## src/rtl/vidStatusPkg.sv

```systemverilog
package vidStatusPkg;
  // Strobes passed from the control module to the flag datapath.
  typedef struct packed {
    logic latchRd;   // capture flags into the read latch
    logic setVbl;    // set blank flag (race already resolved)
    logic clrVbl;    // clear blank flag at end of status read
    logic clrAll;    // pre-render clear of all flags
    logic pixAdv;    // second pixel phase: advance hit pipe
    logic setOvf;    // set overflow flag
  } ctrlStrobeT;
endpackage

```

## src/rtl/statusCtrl.sv

```systemverilog
module statusCtrl
  import vidStatusPkg::*;
#(
  parameter int LINE_W      = 9,
  parameter int DOT_W       = 9,
  parameter int ADDR_W      = 3,
  parameter int VBL_LINE    = 241,
  parameter int PRE_LINE    = 261,
  parameter int SET_DOT     = 1,
  parameter int STATUS_ADDR = 2
) (
  input  logic              clk,
  input  logic              rstN,
  input  logic              pclk0En,
  input  logic              pclk1En,
  input  logic [LINE_W-1:0] lineNum,
  input  logic [DOT_W-1:0]  dotNum,
  input  logic              m2,
  input  logic              regSel,
  input  logic              cpuRw,
  input  logic [ADDR_W-1:0] cpuAddr,
  input  logic              sprOvfEv,
  output ctrlStrobeT        strb
);
  localparam logic [LINE_W-1:0] VblLineC = LINE_W'(VBL_LINE);
  localparam logic [LINE_W-1:0] PreLineC = LINE_W'(PRE_LINE);
  localparam logic [DOT_W-1:0]  SetDotC  = DOT_W'(SET_DOT);
  localparam logic [ADDR_W-1:0] StatAddrC = ADDR_W'(STATUS_ADDR);

  logic m2Prev;
  logic readHeld;
  logic rdDecode;
  logic readActive;
  logic setPoint;
  logic preClear;

  assign rdDecode   = regSel && cpuRw && (cpuAddr == StatAddrC);
  assign readActive = m2 && rdDecode;
  assign setPoint   = pclk0En && (lineNum == VblLineC) && (dotNum == SetDotC);
  assign preClear   = pclk0En && (lineNum == PreLineC) && (dotNum == SetDotC);

  always_ff @(posedge clk) begin
    if (!rstN) begin
      m2Prev   <= 1'b0;
      readHeld <= 1'b0;
    end else begin
      m2Prev <= m2;
      if (readActive && !m2Prev) readHeld <= 1'b1;
      else if (!m2)              readHeld <= 1'b0;
    end
  end

  always_comb begin
    strb         = '0;
    strb.latchRd = readActive && !m2Prev;
    strb.setVbl  = setPoint && !readActive;
    strb.clrVbl  = readHeld && !m2;
    strb.clrAll  = preClear;
    strb.pixAdv  = pclk1En;
    strb.setOvf  = pclk1En && sprOvfEv;
  end
endmodule

```

## src/rtl/statusData.sv

```systemverilog
module statusData
  import vidStatusPkg::*;
#(
  parameter int DATA_W    = 8,
  parameter int HIT_DELAY = 2
) (
  input  logic              clk,
  input  logic              rstN,
  input  ctrlStrobeT        strb,
  input  logic              spr0HitEv,
  input  logic              nmiEnable,
  output logic [DATA_W-1:0] rdData,
  output logic              nmiN
);
  localparam int FLAG_N = 3;
  localparam int PAD_W  = DATA_W - FLAG_N;

  logic                 vblFlag;
  logic                 hitFlag;
  logic                 ovfFlag;
  logic [HIT_DELAY-1:0] hitPipe;
  logic [FLAG_N-1:0]    rdLatch;
  logic [HIT_DELAY-1:0] hitPipeNext;

  generate
    if (HIT_DELAY == 1) begin : g_pipeOne
      assign hitPipeNext = spr0HitEv;
    end else begin : g_pipeMany
      assign hitPipeNext = {hitPipe[HIT_DELAY-2:0], spr0HitEv};
    end
  endgenerate

  always_ff @(posedge clk) begin
    if (!rstN) begin
      vblFlag <= 1'b0;
      hitFlag <= 1'b0;
      ovfFlag <= 1'b0;
      hitPipe <= '0;
      rdLatch <= '0;
    end else begin
      if (strb.latchRd) rdLatch <= {vblFlag, hitFlag, ovfFlag};

      if (strb.clrAll)      vblFlag <= 1'b0;
      else if (strb.setVbl) vblFlag <= 1'b1;
      else if (strb.clrVbl) vblFlag <= 1'b0;

      if (strb.clrAll) begin
        hitFlag <= 1'b0;
        ovfFlag <= 1'b0;
        hitPipe <= '0;
      end else begin
        if (strb.pixAdv) begin
          hitPipe <= hitPipeNext;
          if (hitPipe[HIT_DELAY-1]) hitFlag <= 1'b1;
        end
        if (strb.setOvf) ovfFlag <= 1'b1;
      end
    end
  end

  assign rdData = {rdLatch, {PAD_W{1'b0}}};
  assign nmiN   = !(vblFlag && nmiEnable);
endmodule

```

## src/rtl/vidStatusFlags.sv

```systemverilog
module vidStatusFlags
  import vidStatusPkg::*;
#(
  parameter int LINE_W      = 9,
  parameter int DOT_W       = 9,
  parameter int ADDR_W      = 3,
  parameter int DATA_W      = 8,
  parameter int VBL_LINE    = 241,
  parameter int PRE_LINE    = 261,
  parameter int SET_DOT     = 1,
  parameter int STATUS_ADDR = 2,
  parameter int HIT_DELAY   = 2
) (
  input  logic              clk,
  input  logic              rstN,
  input  logic              pclk0En,
  input  logic              pclk1En,
  input  logic [LINE_W-1:0] lineNum,
  input  logic [DOT_W-1:0]  dotNum,
  input  logic              m2,
  input  logic              regSel,
  input  logic              cpuRw,
  input  logic [ADDR_W-1:0] cpuAddr,
  input  logic              spr0HitEv,
  input  logic              sprOvfEv,
  input  logic              nmiEnable,
  output logic [DATA_W-1:0] rdData,
  output logic              nmiN
);
  ctrlStrobeT strb;

  statusCtrl #(
    .LINE_W(LINE_W), .DOT_W(DOT_W), .ADDR_W(ADDR_W),
    .VBL_LINE(VBL_LINE), .PRE_LINE(PRE_LINE), .SET_DOT(SET_DOT),
    .STATUS_ADDR(STATUS_ADDR)
  ) u_ctrl (
    .clk(clk), .rstN(rstN), .pclk0En(pclk0En), .pclk1En(pclk1En),
    .lineNum(lineNum), .dotNum(dotNum), .m2(m2), .regSel(regSel),
    .cpuRw(cpuRw), .cpuAddr(cpuAddr), .sprOvfEv(sprOvfEv), .strb(strb)
  );

  statusData #(
    .DATA_W(DATA_W), .HIT_DELAY(HIT_DELAY)
  ) u_data (
    .clk(clk), .rstN(rstN), .strb(strb), .spr0HitEv(spr0HitEv),
    .nmiEnable(nmiEnable), .rdData(rdData), .nmiN(nmiN)
  );
endmodule

```

## config.mk

```make
export PLATFORM = sky130hd
export DESIGN_NAME = vidStatusFlags
export DESIGN_NICKNAME = d
export VERILOG_FILES = /design/src/rtl/vidStatusPkg.sv /design/src/rtl/statusCtrl.sv /design/src/rtl/statusData.sv /design/src/rtl/vidStatusFlags.sv
export SDC_FILE = /design/constraint.sdc
export NUM_CORES = 1
export LEC_CHECK = 0
export BUFFER_PORTS_ARGS = -buffer_cell sky130_fd_sc_hd__buf_2
export CAP_MARGIN = 20
export CORE_MARGIN = 1
export CORE_UTILIZATION = 33
export DETAILED_ROUTE_END_ITERATION = 8
export PLACE_DENSITY_LB_ADDON = 0.15
export RECOVER_POWER = 25
export SYNTH_ARGS = -nofsm -noshare
export SYNTH_HDL_FRONTEND = slang
export SYNTH_SLANG_ARGS = --single-unit
```

## constraint.sdc

```tcl
create_clock -name clk -period 0.96 [get_ports clk]
set_input_delay 0.096 -clock clk [delete_from_list [all_inputs] [get_ports clk]]
set_output_delay 0.096 -clock clk [all_outputs]
set_load 0.005 [all_outputs]
```

## Word level (Yosys, flattened, before mapping)

Cells that the tools add are included.

- Register bits: 10
- Bits of input ports: 31
- Output and inout bits: 9
- Word-level logic and storage cells: 36

- Equality and inequality tests: 5
- Multiplexer cells: 4
- Bitwise logic cells: 1
- Reduce and logical (&&, ||, !) cells: 19

Operators by type and width:

| operator | number |
|---|---|
| $logic_and A1 B1 Y1 | 12 |
| $eq A9 B1 Y1 const B | 1 |
| $eq A9 B8 Y1 const B | 1 |
| $eq A9 B9 Y1 const B | 1 |
| $logic_not A1 Y1 | 4 |
| $mux W1 | 4 |
| $eq A3 B2 Y1 const B | 1 |
| $ne A2 B1 Y1 const B | 1 |
| $reduce_and A2 Y1 | 1 |
| $reduce_bool A2 Y1 | 1 |
| $reduce_or A2 Y1 | 1 |
| $not A1 Y1 | 1 |

## Depth between registers and ports, before layout

Gate-level depths: netlist (run 1).

- Depth in word-level cells: 6
- Gate-level depth with buffers: 4
- Depth with buffers taken out: 4

## Modules after synthesis

From an unflattened synthesis (run 1), not the netlist that was laid out.

- Cell total of the unflattened synthesis: 57
- Area total of the unflattened synthesis: 515.5 µm²

By module, submodules not included:

| module | times used | cells an instance | area each (µm²) | sequential area each (µm²) |
|---|---|---|---|---|
| statusData | 1 | 33 | 319.1 | 160.2 |
| statusCtrl | 1 | 24 | 196.4 | 40.0 |

## Worst setup path before layout (run 1)

OpenSTA, ideal clock, no wires.

- Path type: input-to-reg
- Start point: input dotNum[8]
- End point: register u_data.hitFlag
- Library setup time: 122 ps
- Arrival time: 811 ps
- Required time: 838 ps
- Slack: 27 ps
- Stages: 4
- Path buffers: 0
- Cell sequence: nor4b_1 > nand4_1 > o21ai_2 > nor2_1

- Word-level cells in the longest chain between the ends: 3

Ends and longest elaborated chain:

| item | line | source |
|---|---|---|
| from (decl) | vidStatusFlags.sv:19 | `input logic [DOT_W-1:0] dotNum,` |
| $eq A9 B1 Y1 | statusCtrl.sv:40 | `assign preClear = pclk0En && (lineNum == PreLineC) && (dotNum == SetDotC);` |
| $logic_and A1 B1 Y1 | statusCtrl.sv:40 |  |
| $reduce_or A2 Y1 (no source line) | - |  |
| to (signal assigned) | statusData.sv:36 | `hitFlag <= 1'b0;` |
| to (signal assigned) | statusData.sv:48 | `hitFlag <= 1'b0;` |
| to (signal assigned) | statusData.sv:54 | `if (hitPipe[HIT_DELAY-1]) hitFlag <= 1'b1;` |
| to (decl) | statusData.sv:19 | `logic hitFlag;` |

Every way passes these cells.
A chain may end at the register's enable or synchronous reset.

## Worst setup path in the final report (run 1)

- Start point: register u_ctrl.m2Prev
- End point: register u_data.rdLatch[2]

- Word-level cells in the longest chain between the ends: 2

Ends and longest elaborated chain:

| item | line | source |
|---|---|---|
| from (decl) | statusCtrl.sv:30 | `logic m2Prev;` |
| from (signal assigned) | statusCtrl.sv:47 | `m2Prev <= m2;` |
| $logic_not A1 Y1 | statusCtrl.sv:55 | `strb.latchRd = readActive && !m2Prev;` |
| $logic_and A1 B1 Y1 | statusCtrl.sv:55 |  |
| to (signal assigned) | statusData.sv:41 | `if (strb.latchRd) rdLatch <= {vblFlag, hitFlag, ovfFlag};` |
| to (decl) | statusData.sv:22 | `logic [FLAG_N-1:0] rdLatch;` |

Every way passes these cells.

==> metrics, run 1 <==
post-synth top area share 0.407; hold path depth 3; GR Util met2 0.254; fin crit share 0.958; Die H just over 40 um; YS warnings 0; first-pass GRT wire length 1570 um; max incr delay on CP 0.33 ns; pre-CTS setup slack -0.207 ns; Yosys reg bits 10; drt wl/cell 9.39 um; WP buf/inv 0; CTS Hold Bufs 0; cts bufs inserted 3; CP max-delay cell dfxtp_2; Max-Cap Viols 0; total power about 910 uW; drt initial violations 5; CP arrival 1.07 ns; Gate Count Post-Synth 52; ranking of synthesized cells by area dfxtp_1, mux2i_1, buf_4; status complete, no violations; Mapped Area 492 um2; Worst Setup End Kind flip-flop; R2R setup slack 0.04 ns; Syn Area/Cell 9.46 um2; mux contribution to synthesized area 0.102; Vias/cell 4.54; CP Class reg -> reg; Lkg Pwr 0.000322 uW; largest net degree at the start of global routing 7; Post-Synth Adder-Cell Area 0; Post-Synth Simple-Gate Area 0.316; Final WS setup 0.0402 ns; worst r2r dst u_data.rdLatch[2]$_SDFFE_PN0P_; TritonCTS Sinks 10; Yosys top cell by area dfxtp_1; critical path launch point type flip-flop; Max FO, Critical Path 4; Synth Area in Compound Gates 0.0840; Post-synth EDFFs 0; CP delay by family, top flip-flops; largest family of logic cells by synthesized area simple AND/OR/NAND/NOR gates; GRT Total Usage 0.145; die footprint 1650 um2; worst hold path class in -> reg; Area Overhead vs Synth 42.0%; RSZ-0062 raised after global routing yes; DRC 0; core area 1350 um2; CTS tree done; final hold vios 0; Slew Limit Fails 0; placer congestion estimate 0.609; GR Layer Usage met1 0.161; # nets final 122; Netlist cell types 24; PD cells 1300 nW/um2; Clock Tree Root clkbuf_4; Detail Route Antenna Nets 0; clock skew approximately 0.0054 ns; Max IR drop VDD 927 uV; worst-case reg-to-reg path depth 3; Hold Path Sink u_data.hitPipe[0]$_SDFFE_PP0P_; post-layout util 0.517; via count 477; ant diodes 0; Fillers 144; grt peak-use layer met2; layout cells sized above 1 0.478; total routed wirelength 986 um; fmax about 1.1 GHz; top-level port count 40; asr flop ratio synth 0; chip width 40.6 um; drt first pass iters 2; Max H-tree Level 1; initial core utilization 0.364; CP Cell Sequence nor3_4 > mux2i_1 > nor2b_1; Required @ worst endpoint 1.11 ns; Seq/Total Area, Yosys 0.407; Most used DFF post-synth dfxtp_1; Clock transition at path regs approximately 0.070 ns; postcts setup bufs 0; Final setup viols 0; Critical R2R Launch u_ctrl.m2Prev$_SDFF_PN0_; antenna violations before repair 0; clk_lat worst skew 0.26 ns; CTS Buffer Depth 2; min Tclk post-route 0.920 ns; dpl hpwl 862 um; hold path startpoint spr0HitEv; vias in the first global route 419; GRT overflow 0; row count 13; xor/xnor share of the synthesized area 0; grt met3 use 0.0667; port bufs 34
[cells in the final DEF (no fill, tap or decap), types with 2 or more instances in the layout]
cell / netlist / routed
o21ai_0: 2 / 2
mux2i_1: 5 / 5
nor2b_1: 4 / 4
clkbuf_1: 0 / 2
a21oi_1: 3 / 3
conb_1: 1 / 5
clkbuf_4: 0 / 3
buf_2: 0 / 33
dfxtp_1: 10 / 9
nor2_1: 6 / 6
[stage by stage]
step	hold slack [ns]	instance area, um2	std cells	setup TNS, ns
floorplan	0.224	507	56	0
global placement	0.335	666	101	-1.32
detailed placement	0.339	666	101	-1.36
CTS	0.0644	702	105	0
global route	0.0691	698	105	-0.0618
finish	0.0650	698	105	0
[cells in the mapped netlist (all sizes together) (2+ instances only)]
library cell   n
o21ai          3
dfxtp         10
a21oi          3
nor3           2
nor2           6
mux2i          5
buf            5
nor2b          5
[registers in the layout, summed over array words and instances, names as in the netlist]
signal           count
u_data.rdLatch       3
u_data.hitPipe       2
u_ctrl.m2Prev        1
u_ctrl.readHeld      1
u_data.hitFlag       1
u_data.ovfFlag       1
u_data.vblFlag       1
[metal layers]
layer,up-vias,share of wire
met5,-,0
met4,0,0
met3,0,0.045
met2,14,0.55
met1,211,0.41
li1,252,-
[logic make-up after synthesis]
group / Yosys count
compound gates: 7
buf+inv: 6
other cells: 1
mux: 5
simple gates: 23
flops: 10
[timing repair]
action / in CTS / in global routing
resized for setup: 0 / 1
pin swaps: 1 / 1
cloned: 0 / 0
endpoints found under the setup margin: 3 / 3
hold endpoints to repair: 0 / 0
[worst max path at each step]
stage,slack [ns],end,start,cells past startpoint
after floorplan,0.03,u_data.hitFlag$_SDFFE_PP0P_,dotNum[8],4
after global placement,-0.19,u_data.hitPipe[0]$_SDFFE_PP0P_,dotNum[8],5
after global routing,-0.03,u_data.rdLatch[2]$_SDFFE_PN0P_,u_ctrl.m2Prev$_SDFF_PN0_,3
after CTS,0.02,u_data.rdLatch[2]$_SDFFE_PN0P_,u_ctrl.m2Prev$_SDFF_PN0_,3
after detailed placement,-0.21,u_data.ovfFlag$_SDFFE_PP0P_,dotNum[8],5
final,0.04,u_data.rdLatch[2]$_SDFFE_PN0P_,u_ctrl.m2Prev$_SDFF_PN0_,3
[power breakdown]
| part | switching, uW | leakage (uW) | internal (uW) | total [uW] |
|---|---|---|---|---|
| combinational | 45.7 | 0.000220 | 64.5 | 110 |
| clock | 139 | 0.0000210 | 230 | 369 |
| sequential | 5.91 | 0.0000816 | 426 | 432 |
| total | 190 | 0.000322 | 720 | 911 |
[worst min-delay path: cells and delay by family]
family / cells / cell delay, ns
muxes: 1 / 0.05
buffers and inverters: 1 / 0.08
and+or+nand+nor: 1 / 0.07
[cell type report]
type / count / area [um2] / share of cell area
multi-input cells: 40 / 265 / 0.380
flip-flops and latches: 10 / 201 / 0.289
repair buffers: 35 / 173 / 0.247
clock buffers: 4 / 36.3 / 0.0520
well taps: 15 / 18.8 / 0.0269
inverters: 1 / 3.75 / 0.00538
No activity file was read; power rests on OpenSTA's default activity.
==> run 2: changes to the inputs <==
Settings changed: MAX_ROUTING_LAYER from default to met4.
==> run 2 against run 1 <==
  * Maximum frequency barely moved
  * Largest power group unchanged
  * Critical endpoint unchanged
  * Highest routed layer unchanged
  * Clock skew down 0.0012 ns
  * Utilization unchanged
  * First-iteration DRC count is 40% lower
  * Wire length unchanged
  * Worst setup slack is essentially flat
  * Combinational power about the same
  * Power hardly changed
  * Register-to-register slack hardly changed
  * Clock power hardly changed
==> metrics, run 2 (synthesis results as in run 1) <==
P_int 720 uW (about the same); Worst Setup End Kind flip-flop; clock skew 0.00428 ns (-0.00116 ns); min Tclk post-route 0.919 ns (-0.000371 ns); status complete, no violations; via count 477 (unchanged); Max-Cap Viols 0 (unchanged); grt met3 use 0.0667 (unchanged); R2R setup slack 0.04 ns (about the same); sw frac 0.209 (about the same); top-level port count 40 (unchanged); grt peak-use layer met2; pre-CTS setup slack -0.207 ns (unchanged); total routed wirelength 986 um (unchanged); Clock transition at path regs 0.07 ns (about the same); Required @ worst endpoint 1.11 ns (about the same); critical path launch point type flip-flop; postcts setup bufs 0 (unchanged); # nets final 122 (unchanged); port bufs 34 (unchanged); max reg flops 3 (unchanged); Max IR drop VDD 927 uV (about the same); worst-case reg-to-reg path depth 3 (unchanged); Max H-tree Level 1 (unchanged); drt wl/cell 9.39 um (unchanged); fin cells 105 (unchanged); drt first pass iters 2 (unchanged); CP max-delay cell dfxtp_2; CP arrival 1.07 ns (about the same); dpl hpwl 862 um (unchanged); final hold vios 0 (unchanged); cts bufs inserted 3 (unchanged); largest net degree at the start of global routing 7 (unchanged); CP Cell Sequence nor3_4 > mux2i_1 > nor2b_1; GRT overflow 0 (unchanged); row count 13 (unchanged); placed cells 101 (unchanged); CTS tree done; most frequent cells in the layout buf_2, dfxtp_1, nor2_1, mux2i_1, conb_1; layout cells sized above 1 0.478 (unchanged); placer congestion estimate 0.613 (+0.69%); first-pass GRT wire length 1570 um (unchanged); RSZ-0062 raised after global routing yes; Final WS setup 0.0406 ns (+0.000371 ns); fmax 1.09 GHz (about the same); CP Class reg -> reg; worst hold path class in -> reg; chip width 40.6 um (unchanged); Switch Pwr 190 uW (-0.10%); Die H 40.6 um (unchanged); core area 1350 um2 (unchanged); Hold Path Sink u_data.hitPipe[0]$_SDFFE_PP0P_; fraction of power consumed by combinational cells 0.121 (about the same); initial core utilization 0.364 (unchanged); PD cells 1300 nW/um2 (about the same); clk_lat worst skew 0.26 ns (about the same); Max FO, Critical Path 4 (unchanged); Detail Route Antenna Nets 0 (unchanged); Lkg Pwr 0.000322 uW (unchanged); Top Registers u_data.rdLatch x3, u_data.hitPipe x2; hold path depth 3 (unchanged); GR Layer Usage met1 0.161 (unchanged); antenna violations before repair 0 (unchanged); drt initial violations 3 (-2); vias in the first global route 415 (-0.95%); CTS Buffer Depth 2 (unchanged); fin crit share 0.958 (about the same); Clock power frac 0.405 (about the same); area post-placement 666 um2 (unchanged); Critical R2R Launch u_ctrl.m2Prev$_SDFF_PN0_; die footprint 1650 um2 (unchanged); Post-Layout Inst Area 698 um2 (unchanged); GRT Total Usage 0.149 (+0.00410); GR Util met2 0.254 (unchanged); Clock Tree Root clkbuf_4; max incr delay on CP 0.33 ns (about the same); ant diodes 0 (unchanged); commonest non-fill, non-tap cell in the layout buf_2; DRC 0 (unchanged); TritonCTS Sinks 10 (unchanged); Slew Limit Fails 0 (unchanged); hold path startpoint spr0HitEv; Vias/cell 4.54 (unchanged); worst r2r dst u_data.rdLatch[2]$_SDFFE_PN0P_; Seq pwr share 0.474 (about the same); Final setup viols 0 (unchanged); Top reg by flops u_data.rdLatch; Area Overhead vs Synth 42.0% (unchanged)
[run 2: cell counts in the layout (fill, tap and decap cells not counted)]
No cell type changed its count.
[run 2: worst max-delay path: cells and delay by family, from the launching register on]
family / cells / cell delay [ns]
AND/OR/NAND/NOR: 2 / 0.28
multiplexers: 1 / 0.22
flip-flops: 1 / 0.33
[run 2: through the flow]
step	setup TNS, ns	hold WS, ns	total power (uW)	util
2_1_floorplan	0	0.224	492	-
3_3_place_gp	-1.32	0.335	551	0.493
3_5_place_dp	-1.36	0.339	553	0.493
4_1_cts	0	0.0644	924	0.520
5_1_grt	-0.0618	0.0691	947	0.517
6_report	0	0.0660	910	0.517
[run 2: what timing repair did]
action	CTS	global route
resized for setup	0	1
pin swaps	1	1
hold buffers	0	0
endpoints found under the setup margin	3	3
gates cloned	0	0
[run 2: final cells by class]
class	count	area, um2
inverter	1	3.75
multi-input combinational	40	265
clock buffer	4	36.3
tap	15	18.8
timing repair buffer	35	173
fill	144	652
sequential	10	201
[run 2: power by group through the flow]
stage                     sequential, uW  clock [uW]  combinational, uW
after floorplan                      439           0               52.7
after global placement               441           0                110
after detailed placement             441           0                113
after CTS                            431         380                113
after global routing                 432         390                125
final                                432         369                110
[run 2: worst max path at each step]
stage,from,end,slack (ns)
after global placement,dotNum[8],u_data.hitPipe[0]$_SDFFE_PP0P_,-0.19
after CTS,u_ctrl.m2Prev$_SDFF_PN0_,u_data.rdLatch[2]$_SDFFE_PN0P_,0.02
after detailed placement,dotNum[8],u_data.ovfFlag$_SDFFE_PP0P_,-0.21
final,u_ctrl.m2Prev$_SDFF_PN0_,u_data.rdLatch[2]$_SDFFE_PN0P_,0.04
after global routing,u_ctrl.m2Prev$_SDFF_PN0_,u_data.rdLatch[2]$_SDFFE_PN0P_,-0.03
after floorplan,dotNum[8],u_data.hitFlag$_SDFFE_PP0P_,0.03
[run 2: per-layer routing]
layer,wire [um],vias up
met2,540,14
met4,0,0
met1,399,210
li1,-,253
met5,0,-
met3,46,0
==> run 3: changes to the inputs <==
Settings changed: PLACE_DENSITY from default to 0.73, PLACE_DENSITY_LB_ADDON 0.15 to default, RECOVER_POWER 25 to 100, SKIP_CTS_REPAIR_TIMING from default to 1.
==> run 3 against run 2 <==
  * Register-to-register slack is essentially flat
  * Largest power group unchanged
  * Combinational power is essentially flat
  * Global-route usage shrank 0.053 points
  * Largest cell class unchanged
  * Power grew 0.33%
  * Via count shrank 0.63%
  * Hold slack gained 0.017 ns
==> metrics, run 3 (synthesis results as in run 1) <==
first-pass GRT wire length 1560 um (-0.45%); post-layout util 0.516 (-0.000927); vias in the first global route 413 (-0.48%); Slew Limit Fails 0 (unchanged); core area 1350 um2 (unchanged); CP max-delay cell dfxtp_2; Hold Worst Slack 0.0832 ns (+0.0172 ns); GRT Total Usage 0.149 (-0.000525); WP buf/inv 0 (unchanged); Die H 40.6 um (unchanged); Clock Tree Root clkbuf_4; max incr delay on CP 0.33 ns (about the same); RSZ-0062 raised after global routing yes; commonest non-fill, non-tap cell in the layout buf_2; Final setup viols 0 (unchanged); port bufs 34 (unchanged); Worst Setup End Kind flip-flop; Area Overhead vs Synth 41.7%; Max H-tree Level 1 (unchanged); worst hold path class in -> reg; cts bufs inserted 3 (unchanged); drt initial violations 3 (unchanged); CP startpoint u_ctrl.m2Prev$_SDFF_PN0_; GRT overflow 0 (unchanged); min Tclk post-route 0.926 ns (+0.00706 ns); antenna violations before repair 0 (unchanged); CP Class reg -> reg; Max-Cap Viols 0 (unchanged); Required @ worst endpoint 1.12 ns (about the same); clock skew 0.00445 ns (+0.000162 ns); Lkg Pwr 0.000318 uW (-1.4%); largest net degree at the start of global routing 7 (unchanged); total routed wirelength 1020 um (+3.8%); layout cells sized above 1 0.467 (-0.0111); CTS tree done; CP delay by family, top flip-flops; critical path launch point type flip-flop; fmax 1.08 GHz (-0.76%); Critical R2R Launch u_ctrl.m2Prev$_SDFF_PN0_; # nets final 122 (unchanged); ant diodes 0 (unchanged); Clock transition at path regs 0.07 ns (about the same); drt wl/cell 9.74 um (+3.8%); initial core utilization 0.364 (unchanged); via count 474 (-0.63%); hold path startpoint sprOvfEv; Top Registers u_data.rdLatch x3, u_data.hitPipe x2; most frequent cells in the layout buf_2, dfxtp_1, nor2_1, mux2i_1, conb_1; CP Cell Sequence nor3_4 > mux2i_1 > nor2b_1; fin crit share 0.965 (+0.00735); TritonCTS Sinks 10 (unchanged); max reg flops 3 (unchanged); Detail Route Antenna Nets 0 (unchanged); clk_lat worst skew 0.26 ns (about the same); row count 13 (unchanged); top-level port count 40 (unchanged); Max FO, Critical Path 4 (unchanged); CP arrival 1.08 ns (about the same); die footprint 1650 um2 (unchanged); final hold vios 0 (unchanged); CTS Buffer Depth 2 (unchanged); dpl hpwl 858 um (-0.51%); status complete, no violations; Vias/cell 4.51 (-0.63%); placer congestion estimate 0.655 (+6.9%); drt first pass iters 2 (unchanged); Top reg by flops u_data.rdLatch; chip width 40.6 um (unchanged); PD cells 1310 nW/um2 (+0.52%); DRC 0 (unchanged); Max IR drop VDD 853 uV (-8.0%)
run 3: cell count changes in the layout (fill, tap and decap cells not counted):
cell	delta
buf_2	-1
clkbuf_1	+1
run 3: final timing paths:
| kind | end | slack [ns] | cells after the start |
|---|---|---|---|
| worst max-delay path | u_data.rdLatch[0]$_SDFFE_PN0P_ | 0.03 | 3 |
| worst min-delay path | u_data.ovfFlag$_SDFFE_PP0P_ | 0.08 | 3 |
| worst max register to register | u_data.rdLatch[0]$_SDFFE_PN0P_ | 0.03 | 3 |
| worst min register to register | u_data.ovfFlag$_SDFFE_PP0P_ | 0.48 | 2 |
run 3: routing by layer:
metal	wire length (um)	global-route usage	vias to the layer above
met2	511	0.274	24
met3	73	0.0556	0
li1	-	-	249
met1	439	0.140	201
met5	0	-	-
met4	0	0.0500	0
run 3: cell type report:
cell class / instances / area [um2]
multi-input cells: 40 / 265
inverters: 1 / 3.75
clock buffers: 4 / 36.3
flip-flops and latches: 10 / 201
fillers: 141 / 653
well taps: 15 / 18.8
repair buffers: 35 / 171
run 3: through the flow:
step / instances / setup TNS (ns) / setup WS (ns) / area (um2) / total power [uW]
floorplan: 56 / 0 / 0.0270 / 507 / 492
global placement: 101 / -1.01 / -0.147 / 666 / 549
detailed placement: 101 / -1.32 / -0.202 / 666 / 553
CTS: 105 / -0.128 / -0.0480 / 702 / 929
global route: 105 / -0.151 / -0.0311 / 697 / 965
finish: 105 / 0 / 0.0335 / 697 / 913
run 3: worst register-to-register path: stages, from the launching register on:
cell	delay [ns]
dfxtp_2	0.33
nor3_4	0.22
mux2i_1	0.22
nor2b_1	0.06
run 3: power breakdown:
part           leakage, uW  switching, uW  internal, uW
registers        0.0000816           6.20           426
logic             0.000215           46.1          64.5
clock network    0.0000210            141           230
